File: config.mk
export PLATFORM = sky130hd
export DESIGN_NAME = pair_issue_ctl
export DESIGN_NICKNAME = d
export VERILOG_FILES = /design/src/rtl/pair_issue_pkg.sv /design/src/rtl/issue_pair_rules.sv /design/src/rtl/issue_scoreboard.sv /design/src/rtl/pair_issue_ctl.sv
export SDC_FILE = /design/constraint.sdc
export NUM_CORES = 1
export LEC_CHECK = 0
export BUFFER_PORTS_ARGS = -buffer_cell sky130_fd_sc_hd__buf_4
export CAP_MARGIN = 25
export CORE_MARGIN = 2
export CORE_UTILIZATION = 62
export CTS_BUF_LIST = sky130_fd_sc_hd__clkbuf_4 sky130_fd_sc_hd__clkbuf_8
export DETAILED_ROUTE_END_ITERATION = 8
export HOLD_SLACK_MARGIN = 0.03
export MAX_ROUTING_LAYER = met4
export PLACE_DENSITY = 0.81
export SLEW_MARGIN = 20
export SYNTH_ARGS = -nofsm -noshare
export SYNTH_HDL_FRONTEND = slang
export SYNTH_SLANG_ARGS = --single-unit
File: constraint.sdc
create_clock -name clk_i -period 4.48 [get_ports clk_i]
set_input_delay 0.672 -clock clk_i [delete_from_list [all_inputs] [get_ports clk_i]]
set_output_delay 0.672 -clock clk_i [all_outputs]
set_load 0.03 [all_outputs]
File: src/rtl/pair_issue_pkg.sv
package pair_issue_pkg;
  localparam int NCLS   = 6;
  localparam int CL_ALU = 0;
  localparam int CL_LSU = 1;
  localparam int CL_BRA = 2;
  localparam int CL_MUL = 3;
  localparam int CL_DIV = 4;
  localparam int CL_CSR = 5;
  localparam int NQ     = 6;  // scoreboard lookups: A rs1,rs2,rd then B rs1,rs2,rd

  typedef logic [NCLS-1:0] cls_t;

  // classes pipe 1 can execute
  function automatic logic pipe1_ok(cls_t c);
    return c[CL_ALU] | c[CL_LSU] | c[CL_BRA] | c[CL_MUL];
  endfunction

  // legal (A, B) class combinations for a dual issue
  function automatic logic class_pair_ok(cls_t a, cls_t b);
    logic r;
    r = ((a[CL_ALU] | a[CL_LSU] | a[CL_MUL]) & (b[CL_ALU] | b[CL_BRA]))
      | ((a[CL_ALU] | a[CL_MUL]) & b[CL_LSU])
      | ((a[CL_ALU] | a[CL_LSU]) & b[CL_MUL]);
    return r;
  endfunction

  // classes that may not follow a load directly
  function automatic logic load_shadow(cls_t c);
    return c[CL_MUL] | c[CL_DIV] | c[CL_CSR];
  endfunction

  // cycles a consumer waits behind a producer of this class
  function automatic int unsigned wait_cycles(cls_t c, int unsigned lat_lsu,
                                              int unsigned lat_mul, int unsigned lat_csr);
    if (c[CL_LSU]) return lat_lsu - 1;
    if (c[CL_MUL]) return lat_mul - 1;
    if (c[CL_CSR]) return lat_csr - 1;
    return 0;
  endfunction
endpackage

File: src/rtl/issue_pair_rules.sv
module issue_pair_rules
  import pair_issue_pkg::*;
#(
  parameter int RW = 5
) (
  input  logic [NCLS-1:0] a_cls_i,
  input  logic [NCLS-1:0] b_cls_i,
  input  logic [RW-1:0]   a_rd_i,
  input  logic [RW-1:0]   b_rd_i,
  input  logic [RW-1:0]   b_rs1_i,
  input  logic [RW-1:0]   b_rs2_i,
  output logic            ok_o
);
  logic class_ok_w;
  logic a_writes_w;
  logic clash_w;

  assign class_ok_w = pipe1_ok(b_cls_i) & class_pair_ok(a_cls_i, b_cls_i);
  assign a_writes_w = (a_rd_i != '0);
  assign clash_w    = a_writes_w & ((b_rs1_i == a_rd_i) | (b_rs2_i == a_rd_i) |
                                    (b_rd_i == a_rd_i));
  assign ok_o       = class_ok_w & ~clash_w;
endmodule

File: src/rtl/issue_scoreboard.sv
module issue_scoreboard
  import pair_issue_pkg::*;
#(
  parameter  int NREG    = 32,
  parameter  int LAT_LSU = 2,
  parameter  int LAT_MUL = 3,
  parameter  int LAT_CSR = 2,
  localparam int RW      = $clog2(NREG),
  localparam int LMAX    = (LAT_LSU > LAT_MUL) ? ((LAT_LSU > LAT_CSR) ? LAT_LSU : LAT_CSR)
                                               : ((LAT_MUL > LAT_CSR) ? LAT_MUL : LAT_CSR),
  localparam int CW      = (LMAX > 2) ? $clog2(LMAX) : 1
) (
  input  logic                   clk_i,
  input  logic                   rst_i,
  input  logic                   wa_en_i,
  input  logic [RW-1:0]          wa_idx_i,
  input  logic [NCLS-1:0]        wa_cls_i,
  input  logic                   wb_en_i,
  input  logic [RW-1:0]          wb_idx_i,
  input  logic [NCLS-1:0]        wb_cls_i,
  input  logic                   div_done_i,
  input  logic [NQ-1:0][RW-1:0]  q_idx_i,
  output logic [NQ-1:0]          q_busy_o,
  output logic [NQ-1:0]          q_fresh_o,
  output logic                   div_busy_o
);
  logic [CW-1:0] cnt [NREG];
  logic          div_busy;
  logic [RW-1:0] div_rd;
  logic [1:0]    la_v;
  logic [RW-1:0] la_rd [2];

  logic          div_start_w;
  logic          wa_set_w;
  logic          wb_set_w;
  logic [CW-1:0] hold_a_w;
  logic [CW-1:0] hold_b_w;

  assign div_start_w = wa_en_i & wa_cls_i[CL_DIV];
  assign wa_set_w    = wa_en_i & ~wa_cls_i[CL_DIV] & (wa_idx_i != '0);
  assign wb_set_w    = wb_en_i & ~wb_cls_i[CL_DIV] & (wb_idx_i != '0);
  assign hold_a_w    = CW'(wait_cycles(wa_cls_i, LAT_LSU, LAT_MUL, LAT_CSR));
  assign hold_b_w    = CW'(wait_cycles(wb_cls_i, LAT_LSU, LAT_MUL, LAT_CSR));

  always_ff @(posedge clk_i) begin
    if (rst_i) begin
      for (int r = 0; r < NREG; r++) cnt[r] <= '0;
    end else begin
      for (int r = 1; r < NREG; r++) begin
        if (wa_set_w && wa_idx_i == RW'(r))      cnt[r] <= hold_a_w;
        else if (wb_set_w && wb_idx_i == RW'(r)) cnt[r] <= hold_b_w;
        else if (cnt[r] != '0)                   cnt[r] <= cnt[r] - 1'b1;
      end
    end
  end

  always_ff @(posedge clk_i) begin
    if (rst_i) begin
      div_busy <= 1'b0;
      div_rd   <= '0;
      la_v     <= '0;
      la_rd[0] <= '0;
      la_rd[1] <= '0;
    end else begin
      if (div_start_w) begin
        div_busy <= 1'b1;
        div_rd   <= wa_idx_i;
      end else if (div_done_i) begin
        div_busy <= 1'b0;
      end
      la_v[0]  <= wa_set_w & wa_cls_i[CL_ALU];
      la_v[1]  <= wb_set_w & wb_cls_i[CL_ALU];
      la_rd[0] <= wa_idx_i;
      la_rd[1] <= wb_idx_i;
    end
  end

  for (genvar q = 0; q < NQ; q++) begin : g_query
    logic nz_w;
    assign nz_w         = (q_idx_i[q] != '0);
    assign q_busy_o[q]  = nz_w & ((cnt[q_idx_i[q]] != '0) | (div_busy & (div_rd == q_idx_i[q])));
    assign q_fresh_o[q] = nz_w & ((la_v[0] & (la_rd[0] == q_idx_i[q])) |
                                  (la_v[1] & (la_rd[1] == q_idx_i[q])));
  end

  assign div_busy_o = div_busy;

  AST_DIV_ONE_AT_A_TIME: assert property (@(posedge clk_i) disable iff (rst_i)
    div_start_w |-> !div_busy);
  AST_DIV_RELEASE: assert property (@(posedge clk_i) disable iff (rst_i)
    (div_busy && div_done_i) |=> !div_busy);
endmodule

File: src/rtl/pair_issue_ctl.sv
module pair_issue_ctl
  import pair_issue_pkg::*;
#(
  parameter  int NREG       = 32,
  parameter  bit DUAL_EN    = 1'b1,
  parameter  int MUL_STAGES = 3,
  parameter  int LAT_LSU    = 2,
  parameter  int LAT_CSR    = 2,
  localparam int RW         = $clog2(NREG)
) (
  input  logic          clk_i,
  input  logic          rst_i,
  input  logic          a_vld_i,
  input  logic [5:0]    a_cls_i,
  input  logic [RW-1:0] a_rd_i,
  input  logic [RW-1:0] a_rs1_i,
  input  logic [RW-1:0] a_rs2_i,
  input  logic          b_vld_i,
  input  logic [5:0]    b_cls_i,
  input  logic [RW-1:0] b_rd_i,
  input  logic [RW-1:0] b_rs1_i,
  input  logic [RW-1:0] b_rs2_i,
  input  logic          irq_i,
  input  logic          stall_i,
  input  logic          div_done_i,
  output logic          issue_a_o,
  output logic          issue_b_o,
  output logic [1:0]    adv_o,
  output logic [1:0]    fwd_a_o,
  output logic [1:0]    fwd_b_o
);
  logic [NQ-1:0][RW-1:0] q_idx_w;
  logic [NQ-1:0]         q_busy_w;
  logic [NQ-1:0]         q_fresh_w;
  logic                  div_busy_w;
  logic                  pair_ok_w;
  logic                  last_load;

  logic a_haz_w, b_haz_w, a_shadow_w, b_shadow_w, a_div_w, dual_gate_w;
  logic a_load_w, b_load_w;

  assign q_idx_w = {b_rd_i, b_rs2_i, b_rs1_i, a_rd_i, a_rs2_i, a_rs1_i};

  issue_scoreboard #(
    .NREG(NREG), .LAT_LSU(LAT_LSU), .LAT_MUL(MUL_STAGES), .LAT_CSR(LAT_CSR)
  ) u_sb (
    .clk_i(clk_i), .rst_i(rst_i),
    .wa_en_i(issue_a_o), .wa_idx_i(a_rd_i), .wa_cls_i(a_cls_i),
    .wb_en_i(issue_b_o), .wb_idx_i(b_rd_i), .wb_cls_i(b_cls_i),
    .div_done_i(div_done_i),
    .q_idx_i(q_idx_w), .q_busy_o(q_busy_w), .q_fresh_o(q_fresh_w),
    .div_busy_o(div_busy_w)
  );

  issue_pair_rules #(.RW(RW)) u_pair (
    .a_cls_i(a_cls_i), .b_cls_i(b_cls_i), .a_rd_i(a_rd_i),
    .b_rd_i(b_rd_i), .b_rs1_i(b_rs1_i), .b_rs2_i(b_rs2_i), .ok_o(pair_ok_w)
  );

  assign a_haz_w     = |q_busy_w[2:0];
  assign b_haz_w     = |q_busy_w[5:3];
  assign a_shadow_w  = last_load & load_shadow(a_cls_i);
  assign b_shadow_w  = last_load & load_shadow(b_cls_i);
  assign a_div_w     = a_cls_i[CL_DIV] & div_busy_w;
  assign dual_gate_w = DUAL_EN & b_vld_i & ~irq_i;

  assign issue_a_o = ~rst_i & a_vld_i & ~stall_i & ~a_haz_w & ~a_div_w & ~a_shadow_w;
  assign issue_b_o = issue_a_o & dual_gate_w & pair_ok_w & ~b_haz_w & ~b_shadow_w;
  assign adv_o     = {1'b0, issue_a_o} + {1'b0, issue_b_o};
  assign fwd_a_o   = q_fresh_w[1:0];
  assign fwd_b_o   = q_fresh_w[4:3];

  assign a_load_w = issue_a_o & a_cls_i[CL_LSU] & (a_rd_i != '0);
  assign b_load_w = issue_b_o & b_cls_i[CL_LSU] & (b_rd_i != '0);

  always_ff @(posedge clk_i) begin
    if (rst_i) last_load <= 1'b0;
    else       last_load <= a_load_w | b_load_w;
  end

  AST_B_NEEDS_A: assert property (@(posedge clk_i) disable iff (rst_i)
    issue_b_o |-> issue_a_o);
  AST_IRQ_NO_PAIR: assert property (@(posedge clk_i) disable iff (rst_i)
    irq_i |-> !issue_b_o);
  AST_PIPE1_CLASS: assert property (@(posedge clk_i) disable iff (rst_i)
    issue_b_o |-> (b_cls_i[CL_DIV] == 1'b0 && b_cls_i[CL_CSR] == 1'b0));
  AST_LOAD_SHADOW: assert property (@(posedge clk_i) disable iff (rst_i)
    a_load_w |=> !(issue_a_o && (a_cls_i[CL_MUL] || a_cls_i[CL_DIV] || a_cls_i[CL_CSR])));
  AST_STALL_BLOCKS: assert property (@(posedge clk_i) disable iff (rst_i)
    stall_i |-> (!issue_a_o && !issue_b_o));
  AST_B_DISTINCT_RD: assert property (@(posedge clk_i) disable iff (rst_i)
    (issue_b_o && a_rd_i != '0) |-> (b_rd_i != a_rd_i));
endmodule

==> results of run 1 <==
-- layout make-up --
cell class / count / share of cell area
Inverter: 85 / 0.0322
Clock inverter: 7 / 0.00757
Multi-Input combinational cell: 845 / 0.640
Sequential cell: 81 / 0.226
Timing Repair Buffer: 77 / 0.0583
Tap cell: 184 / 0.0232
Clock buffer: 9 / 0.0125
-- cell usage in the layout (no fill, tap or decap), types with 16 or more instances in the layout --
cell type  instances
a21oi_1           40
buf_4             77
dfxtp_1           19
edfxtp_1          62
ha_1              32
inv_1             82
mux2i_1           65
mux4_2            28
nand2_1           53
nand3_1           59
nand4_1           18
nor2_1            78
nor2b_1           19
nor3_1            61
nor4_1            26
o21ai_0           20
o22ai_1           16
or4_1             16
xnor2_1           22
xor2_1            63
-- per-layer routing --
layer / up-vias / global-route usage / part of all wire
met5: - / - / 0
met4: 0 / 0.216 / 0.057
met3: 155 / 0.101 / 0.13
met2: 750 / 0.613 / 0.45
met1: 4402 / 0.513 / 0.36
li1: 4138 / - / -
-- cell families after synthesis --
| group | synth area share |
|---|---|
| and+or+nand+nor | 0.266 |
| DFF | 0.240 |
| AOI/OAI and AO/OA | 0.153 |
| adders and majority gates | 0.0428 |
| muxes | 0.137 |
| xor gates and xnor gates | 0.0796 |
| buffers and inverters | 0.0811 |
-- sequential cells by signal (all words and copies together) (netlist names) --
register and count:
u_sb.cnt 62, u_sb.la_v 2, u_sb.la_rd 10, u_sb.div_busy_o 1
last_load 1, u_sb.div_rd 5
-- worst min-delay path, delay by kind of cell --
| kind | cells | cell delay, ps |
|---|---|---|
| simple gates | 1 | 80 |
| compound gates | 1 | 50 |
| buf+inv | 1 | 70 |
-- path summary, 6_finish.rpt --
kind,slack (ps),cells after the start,to
worst max-delay path,110,9,adv_o[0]
worst min register to register,630,1,u_sb.cnt[20][0]$_SDFFCE_PP0P_
worst min-delay path,510,3,u_sb.div_busy_o$_SDFFE_PP0P_
worst max register to register,450,10,u_sb.cnt[22][0]$_SDFFCE_PP0P_
-- per-stage QoR --
step / worst slack (ps) / power [W] / area (sq um) / cells
floorplan: 535 / 0.00307 / 9350 / 1102
global placement: 479 / 0.00366 / 9720 / 1272
detailed placement: 378 / 0.00376 / 9720 / 1272
CTS: 269 / 0.00434 / 9920 / 1288
global route: 2.04 / 0.00469 / 9920 / 1288
finish: 109 / 0.00443 / 9920 / 1288
-- power by group through the flow --
stage	clock network [W]	registers, W	logic [W]
6_report	0.000577	0.00150	0.00236
3_3_place_gp	0	0.00147	0.00218
4_1_cts	0.000580	0.00147	0.00229
2_1_floorplan	0	0.00137	0.00170
5_1_grt	0.000605	0.00152	0.00257
3_5_place_dp	0	0.00149	0.00227
==> key figures, run 1 <==
Synthesis
  – Synth top area share: 0.199
  – Synth top cells by count: inv_1 (82), nor2_1 (80), mux2i_1 (65)
  – Top cells by area, synth: edfxtp_1 (20%), mux2i_1 (7.0%), mux4_2 (6.7%), xor2_1 (5.9%), ha_1 (4.3%)
  – Yosys reg bits: 81
  – Top-count cell post-synth: inv_1
  – Post-synth ARST share: 0
  – Post-synth top area cell: edfxtp_1
  – Register area share after synthesis: 0.240
  – Syn_nets: 1,183
  – Post-synth cell types: 85
  – Mapped Cells: 1,102
  – Number of synthesized flops with an enable pin: 62
  – Mapped Area: 0.00935 sq mm
  – Synth Flop Type: edfxtp_1
  – Synth warnings: 0
  – Syn_area_per_cell: 8.48 sq um

Floorplanning
  – FP Rows: 44
  – Die ar.: 0.0161 sq mm
  – Die Y: 127 um
  – Initial Util: 0.638
  – Core Region: 0.0146 sq mm
  – I/O pin cnt: 57
  – Die Wd: 127 um

CTS
  – Clk pin slew, worst setup/hold paths: 100 ps
  – CTS Hold Bufs: 0
  – Post-cts repair resize count: 0
  – CTS buffer count: 9
  – Clock latency on the worst-skew pair: 400 ps
  – Clock tree root driver cell: clkbuf_8
  – TritonCTS clock tree: yes
  – Post-CTS setup buffers: 0
  – Max clock buf depth: 2
  – H-tree Lvls: 3
  – CTS Sinks: 81

Final layout
  – N_diodes: 0
  – Register area: 0.00224 sq mm
  – Final core utilization: 0.677
  – Synth-to-Final Area Change: 6.13%
  – Fin nets: 1,180
  – Multi-input gate area: 0.00635 sq mm
  – Layout fillers: 1,241
  – Layout cell share with drive strength beyond 1: 0.149

Global routing
  – Vias in the first global route: 9,057
  – Global-route usage over all layers: 0.409
  – Largest net degree at the start of global routing: 81
  – First-pass GRT wire length: 49.6 mm
  – Initial antenna violation count: 0
  – Grt total ovfl: 0

Setup path
  – Critical Path Sink Type: output pin
  – Worst r2r src: u_sb.cnt[11][0]$_SDFFCE_PN0P_
  – CP max FO: 12
  – Critical path class: reg2out
  – Buf/Inv on CP: 1
  – Slowest-stage cell, CP: nor2_1
  – Top cell by count, worst path: nor2_1
  – Max stage delay on crit path: 580 ps
  – Sequence of cells on the critical path: nor2_1 > mux4_2 > mux2i_1 > a221o_1 > a21oi_2 > nand4_4 > nor2_1 > ha_1 > buf_4
  – Crit path max-delay family: simple AND/OR/NAND/NOR gates
  – Critical Path Source Type: flop
  – Worst setup path startpoint: u_sb.cnt[11][0]$_SDFFCE_PN0P_
  – Arrival @ worst endpoint: 3700 ps
  – WP data required: 3810 ps

Drt
  – Avg Vias per Cell: 7.33
  – 1st-pass router iterations: 9
  – Final Routed Wirelength: 31.0 mm
  – DRT iter0 DRCs: 1,559
  – DRC: 0
  – Via count: 9,445
  – Routed length per instance: 24.1 um
  – Post-route ant nets: 0

Timing
  – Endpoints failing hold: 0
  – Rel. slew slack: 0.333
  – Final worst path period need: 4370 ps
  – Worst Tran Pin Value: 1000 ps
  – Crit share post-route: 0.976
  – Hold WS: 515 ps
  – Setup_tns: 0 ps
  – Clk_skew: 18.2 ps
  – RSZ-0062 raised after global routing: false
  – # setup viols final: 0
  – Max Slew Vio Count: 0
  – Maximum clock rate: 229 MHz

Pwr
  – Sw frac: 0.445
  – Reg power frac: 0.338
  – Max VDD drop: 327 uV
  – Switching power total: 0.00197 W
  – Int Pwr: 0.00246 W
  – Logic pwr share: 0.532
  – PwrDens: 447 mW/mm^2
  – Clock power frac: 0.130
  – Leakage Power: 3.81 nW

Hold path
  – Worst min path class: in2reg
  – Hold Crit Start: div_done_i

Placement
  – DP Wirelength: 23.0 mm
  – Routability congestion estimate: 1.05
  – IO Port Bufs: 55

Outcome
  – Status: complete, no violations

Run
  – Max Cap Violations: 0
Note: power is estimated with default switching activity, not from simulation.
==> inputs of run 2 (changes only) <==
--- a/config.mk
+++ b/config.mk
@@ -8,12 +8,12 @@
 export BUFFER_PORTS_ARGS = -buffer_cell sky130_fd_sc_hd__buf_4
 export CAP_MARGIN = 25
 export CORE_MARGIN = 2
-export CORE_UTILIZATION = 62
+export CORE_UTILIZATION = 50
 export CTS_BUF_LIST = sky130_fd_sc_hd__clkbuf_4 sky130_fd_sc_hd__clkbuf_8
 export DETAILED_ROUTE_END_ITERATION = 8
 export HOLD_SLACK_MARGIN = 0.03
 export MAX_ROUTING_LAYER = met4
-export PLACE_DENSITY = 0.81
+export PLACE_DENSITY = 0.68
 export SLEW_MARGIN = 20
 export SYNTH_ARGS = -nofsm -noshare
 export SYNTH_HDL_FRONTEND = slang
==> key figures, run 2 (synthesized netlist as in run 1, its figures left out) <==
Drt
  – Via count: 9,200 (-2.6%)
  – DRC: 0 (unchanged)
  – Avg Vias per Cell: 6.80 (-7.2%)
  – Final Routed Wirelength: 31.7 mm (+2.3%)
  – Routed length per instance: 23.5 um (-2.5%)
  – DRT iter0 DRCs: 1,150 (-26%)
  – 1st-pass router iterations: 5 (-4)
  – Post-route ant nets: 0 (unchanged)

Setup path
  – Top cell by count, worst path: nor2_1
  – FF-to-FF setup slack: 630 ps (+180 ps)
  – Critical Path Source Type: flop
  – Critical path class: reg2out
  – Sequence of cells on the critical path: nor2_1 > mux4_2 > nand2_1 > a221o_1 > a21oi_2 > nand4_4 > nor2_1 > ha_1 > buf_4
  – Arrival @ worst endpoint: 3590 ps (-110 ps)
  – WP data required: 3810 ps (about the same)
  – Reg2reg path depth: 10 (unchanged)
  – Worst r2r src: u_sb.cnt[3][0]$_SDFFCE_PN0P_
  – Buf/Inv on CP: 1 (unchanged)
  – CP max FO: 11 (-1)
  – Worst R2R End: u_sb.cnt[3][0]$_SDFFCE_PN0P_
  – Crit path max-delay family: simple AND/OR/NAND/NOR gates
  – Max stage delay on crit path: 470 ps (-110 ps)
  – Critical Path Sink Type: output pin
  – Slowest-stage cell, CP: nor2_1

CTS
  – CTS buffer count: 9 (unchanged)
  – CTS Hold Bufs: 0 (unchanged)
  – Max clock buf depth: 2 (unchanged)
  – CTS Sinks: 81 (unchanged)
  – TritonCTS clock tree: yes
  – Clk pin slew, worst setup/hold paths: 100 ps (about the same)
  – Post-CTS setup buffers: 0 (unchanged)
  – Post-cts repair resize count: 0 (unchanged)
  – Clock latency on the worst-skew pair: 400 ps (about the same)
  – H-tree Lvls: 3 (unchanged)
  – Clock tree root driver cell: clkbuf_8

Floorplanning
  – Initial Util: 0.505 (-0.134)
  – Die ar.: 0.0198 sq mm (+23%)
  – Die Y: 141 um (+11%)
  – Core Region: 0.0185 sq mm (+26%)
  – FP Rows: 50 (+14%)
  – Die Wd: 141 um (+11%)
  – I/O pin cnt: 57 (unchanged)

Outcome
  – Status: complete, no violations

Global routing
  – Global-route usage over all layers: 0.327 (-0.0820)
  – First-pass GRT wire length: 48.6 mm (-2.1%)
  – Largest net degree at the start of global routing: 53 (-35%)
  – Initial antenna violation count: 0 (unchanged)
  – Vias in the first global route: 8,514 (-6.0%)
  – Grt total ovfl: 0 (unchanged)

Timing
  – Crit share post-route: 0.951 (-0.0243)
  – Endpoints failing hold: 0 (unchanged)
  – Max Slew Vio Count: 0 (unchanged)
  – Final worst path period need: 4260 ps (-109 ps)
  – Clk_skew: 15.3 ps (-2.85 ps)
  – Setup_tns: 0 ps (unchanged)
  – RSZ-0062 raised after global routing: false
  – Rel. slew slack: 0.388 (+0.0553)
  – Maximum clock rate: 235 MHz (+2.5%)
  – # setup viols final: 0 (unchanged)
  – Worst Tran Pin Value: 918 ps (-81.9 ps)

Final layout
  – Largest register FFs: 62 (unchanged)
  – Register area: 0.00224 sq mm (unchanged)
  – N_diodes: 0 (unchanged)
  – Fin nets: 1,194 (+1.2%)
  – Most common cell after layout, fill and taps aside: buf_4
  – Layout fillers: 1,721 (+39%)
  – Layout cell share with drive strength beyond 1: 0.159 (+0.00976)
  – Most frequent cells in the layout: buf_4 (91), inv_1 (82), nor2_1 (79)
  – Synth-to-Final Area Change: 7.75%
  – Multi-input gate area: 0.00635 sq mm (about the same)
  – Biggest registers after layout: u_sb.cnt: 62 flops, u_sb.la_rd: 10 flops, u_sb.div_rd: 5 flops
  – Largest Register: u_sb.cnt

Placement
  – DP Wirelength: 23.6 mm (+2.8%)
  – Routability congestion estimate: 1.01 (-4.2%)
  – IO Port Bufs: 55 (unchanged)

Pwr
  – Total power: 0.00442 W (-0.23%)
  – Max VDD drop: 235 uV (-28%)
  – PwrDens: 439 mW/mm^2 (-1.7%)
  – Leakage Power: 3.87 nW (+1.6%)

Hold path
  – Worst Hold Depth: 3 (unchanged)
  – Worst min path class: in2reg
  – Hold Crit Endpoint: u_sb.div_busy_o$_SDFFE_PP0P_
  – Hold Crit Start: div_done_i

Run
  – Max Cap Violations: 0 (unchanged)
-- run 2: layer usage --
metal  global-route usage  vias up  share of wire
li1                     -     4157              -
met1                0.424     4441           0.42
met2                0.503      507           0.45
met3               0.0482       95          0.086
met4                0.161        0          0.045
met5                    -        -              0
-- run 2: cell type report --
| class | instances | share of cell area |
|---|---|---|
| Tap cell | 234 | 0.0291 |
| Multi-Input combinational cell | 845 | 0.630 |
| Timing Repair Buffer | 91 | 0.0678 |
| Inverter | 85 | 0.0317 |
| Clock inverter | 6 | 0.00472 |
| Sequential cell | 81 | 0.223 |
| Clock buffer | 10 | 0.0137 |
-- run 2: worst reg2reg max path, stage by stage (launching register included) --
cell	delay (ps)
edfxtp_1	440
nor2_1	470
a211oi_1	200
a22o_1	210
a2111oi_0	400
a21o_1	280
nand4_4	290
buf_4	300
or4_1	600
o211ai_1	250
o221ai_1	160
-- run 2: stage by stage --
| step | hold WS, ps | utilization | setup slack, ps | cells | cell area, sq um |
|---|---|---|---|---|---|
| 2_1_floorplan | 518 | - | 535 | 1102 | 9350 |
| 5_1_grt | 507 | 0.544 | 88.2 | 1352 | 10100 |
| 6_report | 514 | 0.544 | 218 | 1352 | 10100 |
| 3_3_place_gp | 616 | 0.534 | 523 | 1336 | 9890 |
| 3_5_place_dp | 618 | 0.534 | 432 | 1336 | 9890 |
| 4_1_cts | 491 | 0.544 | 314 | 1352 | 10100 |
-- run 2: worst max path at each step --
stage / startpoint / endpoint / slack (ps) / cells after the start
final: u_sb.cnt[3][0]$_SDFFCE_PN0P_ / adv_o[0] / 220 / 9
after global placement: a_rd_i[2] / u_sb.cnt[21][0]$_SDFFCE_PP0P_ / 520 / 11
after global routing: u_sb.cnt[3][0]$_SDFFCE_PN0P_ / adv_o[0] / 90 / 9
after floorplan: b_rd_i[1] / adv_o[0] / 530 / 10
after CTS: u_sb.cnt[3][0]$_SDFFCE_PN0P_ / adv_o[0] / 310 / 9
after detailed placement: a_rd_i[2] / u_sb.cnt[3][0]$_SDFFCE_PN0P_ / 430 / 11
-- run 2: report_power, final --
| part | internal (W) | switching (W) | leakage (nW) |
|---|---|---|---|
| registers | 0.00119 | 0.000308 | 0.833 |
| logic | 0.00106 | 0.00133 | 2.94 |
| clock network | 0.000223 | 0.000318 | 0.0981 |
| total | 0.00247 | 0.00195 | 3.87 |
==> inputs of run 3 (changes only) <==
--- a/config.mk
+++ b/config.mk
@@ -7,6 +7,7 @@
 export LEC_CHECK = 0
 export BUFFER_PORTS_ARGS = -buffer_cell sky130_fd_sc_hd__buf_4
 export CAP_MARGIN = 25
+export CORE_ASPECT_RATIO = 1.5
 export CORE_MARGIN = 2
 export CORE_UTILIZATION = 50
 export CTS_BUF_LIST = sky130_fd_sc_hd__clkbuf_4 sky130_fd_sc_hd__clkbuf_8
==> key figures, run 3 (synthesized netlist as in run 1, its figures left out) <==
Timing
  – Clk_skew: 23.2 ps (+7.88 ps)
  – Final worst path period need: 4360 ps (+93.6 ps)
  – Worst Tran Pin Value: 968 ps (+50.5 ps)
  – Crit share post-route: 0.972 (+0.0209)
  – Setup_tns: 0 ps (unchanged)
  – Rel. slew slack: 0.354 (-0.0344)
  – RSZ-0062 raised after global routing: false
  – Endpoints failing hold: 0 (unchanged)
  – Worst setup margin: 124 ps (-93.6 ps)
  – Maximum clock rate: 230 MHz (-2.1%)
  – Hold WS: 530 ps (+16.6 ps)
  – Max Slew Vio Count: 0 (unchanged)
  – # setup viols final: 0 (unchanged)

Floorplanning
  – FP Rows: 61 (+22%)
  – Die Wd: 116 um (-18%)
  – Die ar.: 0.0198 sq mm (+0.11%)
  – Core Region: 0.0185 sq mm (-0.26%)
  – Initial Util: 0.506 (+0.00130)
  – Die Y: 171 um (+22%)
  – I/O pin cnt: 57 (unchanged)

Global routing
  – Met2 usage: 0.558 (+0.0549)
  – Gr busiest metal: met2
  – Vias in the first global route: 8,863 (+4.1%)
  – Grt total ovfl: 0 (unchanged)
  – Initial antenna violation count: 1 (+1)
  – First-pass GRT wire length: 50.6 mm (+4.2%)
  – Met3 GRT Util: 0.0715 (+0.0233)
  – Global-route usage over all layers: 0.348 (+0.0211)
  – Largest net degree at the start of global routing: 82 (+55%)
  – GR Layer Usage met1: 0.392 (-0.0321)

Final layout
  – Synth-to-Final Area Change: 8.42%
  – Register area: 0.00224 sq mm (unchanged)
  – Fin nets: 1,191 (-0.25%)
  – Most frequent cells in the layout: buf_4 (88), inv_1 (82), nor2_1 (78)
  – Biggest registers after layout: u_sb.cnt: 62 flops, u_sb.la_rd: 10 flops, u_sb.div_rd: 5 flops
  – Layout cell share with drive strength beyond 1: 0.157 (-0.00226)
  – Most common cell after layout, fill and taps aside: buf_4
  – Fin cells: 1,368 (+1.2%)
  – Largest Register: u_sb.cnt
  – Largest register FFs: 62 (unchanged)
  – Multi-input gate area: 0.00635 sq mm (about the same)
  – Layout fillers: 1,792 (+4.1%)

Drt
  – Final Routed Wirelength: 33.4 mm (+5.2%)
  – Via count: 9,359 (+1.7%)
  – Post-route ant nets: 0 (unchanged)
  – Routed length per instance: 24.4 um (+4.0%)
  – DRT iter0 DRCs: 1,027 (-11%)
  – Avg Vias per Cell: 6.84 (+0.54%)
  – DRC: 0 (unchanged)
  – 1st-pass router iterations: 5 (unchanged)

Hold path
  – Worst Hold Depth: 3 (unchanged)
  – Worst min path class: in2reg
  – Hold Crit Endpoint: u_sb.div_busy_o$_SDFFE_PP0P_
  – Hold Crit Start: div_done_i

Setup path
  – FF-to-FF setup slack: 510 ps (-120 ps)
  – Worst r2r src: u_sb.cnt[11][0]$_SDFFCE_PN0P_
  – Worst R2R End: u_sb.cnt[30][0]$_SDFFCE_PP0P_
  – Critical Path Sink Type: output pin
  – CP max FO: 13 (+2)
  – WP data required: 3810 ps (about the same)
  – Reg2reg path depth: 10 (unchanged)
  – Critical path class: reg2out
  – Worst setup path startpoint: u_sb.cnt[11][0]$_SDFFCE_PN0P_
  – Critical Path Source Type: flop
  – Arrival @ worst endpoint: 3680 ps (+90 ps)

Pwr
  – Reg power frac: 0.326 (-0.013)
  – Logic pwr share: 0.523 (-0.016)
  – Total power: 0.00453 W (+2.5%)
  – Max VDD drop: 214 uV (-9.0%)
  – Sw frac: 0.429 (-0.0123)
  – Leakage Power: 3.87 nW (+0.11%)
  – Switching power total: 0.00195 W (-0.31%)
  – Int Pwr: 0.00259 W (+4.8%)
  – PwrDens: 447 mW/mm^2 (+1.9%)
  – Clock power frac: 0.151 (+0.029)

CTS
  – CTS buffer count: 9 (unchanged)
  – Clock latency on the worst-skew pair: 390 ps (about the same)
  – Clk pin slew, worst setup/hold paths: 110 ps (about the same)
  – Post-cts repair resize count: 0 (unchanged)
  – CTS Sinks: 81 (unchanged)
  – Post-CTS setup buffers: 0 (unchanged)
  – Clock tree root driver cell: clkbuf_8
  – TritonCTS clock tree: yes
  – Max clock buf depth: 2 (unchanged)
  – H-tree Lvls: 3 (unchanged)
  – CTS Hold Bufs: 0 (unchanged)

Placement
  – DP Wirelength: 24.9 mm (+5.1%)
  – Placed insts: 1,351 (+1.1%)
  – IO Port Bufs: 55 (unchanged)
  – Post-Place Setup Slack: 407 ps (-24.3 ps)
  – Routability congestion estimate: 1.03 (+1.4%)

Run
  – Max Cap Violations: 0 (unchanged)

Outcome
  – Status: complete, no violations
[run 3: cell count changes in the layout (fill, tap and decap cells not counted)]
cell        before  now
buf_4           91   88
inv_4            2    0
nor2_1          79   78
bufinv_16        0    3
inv_6            2    0
clkbuf_8        10    9
diode_2          0    1
clkinv_1         1    2
nor2_2           1    2
clkinvlp_4       0    1
[run 3: cell type report]
type                            count  share of cell area
Timing Repair Buffer               88              0.0652
Antenna cell                        1            0.000247
Multi-Input combinational cell    845               0.627
Inverter                           85              0.0315
Sequential cell                    81               0.221
Tap cell                          252              0.0311
Clock inverter                      7              0.0117
Clock buffer                        9              0.0122
[run 3: power groups by stage]
stage                     sequential (W)  clock, W  combinational (W)
after floorplan                  0.00137         0            0.00170
after global placement           0.00148         0            0.00226
after detailed placement         0.00148         0            0.00231
after CTS                        0.00146  0.000684            0.00232
after global routing             0.00151  0.000708            0.00260
final                            0.00148  0.000687            0.00237
[run 3: metal layers]
metal  share of wire  wire, um
met5               0         0
met4           0.082      2720
met3           0.094      3130
met2            0.47     15800
met1            0.35     11800
[run 3: worst max path at each step]
| stage | to | slack, ps |
|---|---|---|
| final | adv_o[0] | 120 |
| after global routing | adv_o[0] | 100 |
| after CTS | adv_o[0] | 270 |
| after detailed placement | u_sb.cnt[30][0]$_SDFFCE_PP0P_ | 410 |
| after global placement | u_sb.cnt[30][0]$_SDFFCE_PP0P_ | 500 |
| after floorplan | adv_o[0] | 530 |
[run 3: through the flow]
step | cell area, sq um | util
2_1_floorplan | 9350 | -
3_3_place_gp | 9880 | 0.535
3_5_place_dp | 9890 | 0.535
4_1_cts | 10100 | 0.549
5_1_grt | 10100 | 0.549
6_report | 10100 | 0.549
[run 3: critical path, cell delays in order (launching register included)]
cell and delay (ps):
edfxtp_1 420, nor2_1 480, mux4_2 360, mux2i_1 70
a221o_1 430, a21oi_2 430, nand4_4 360, nor2_1 300
ha_1 270, buf_4 170
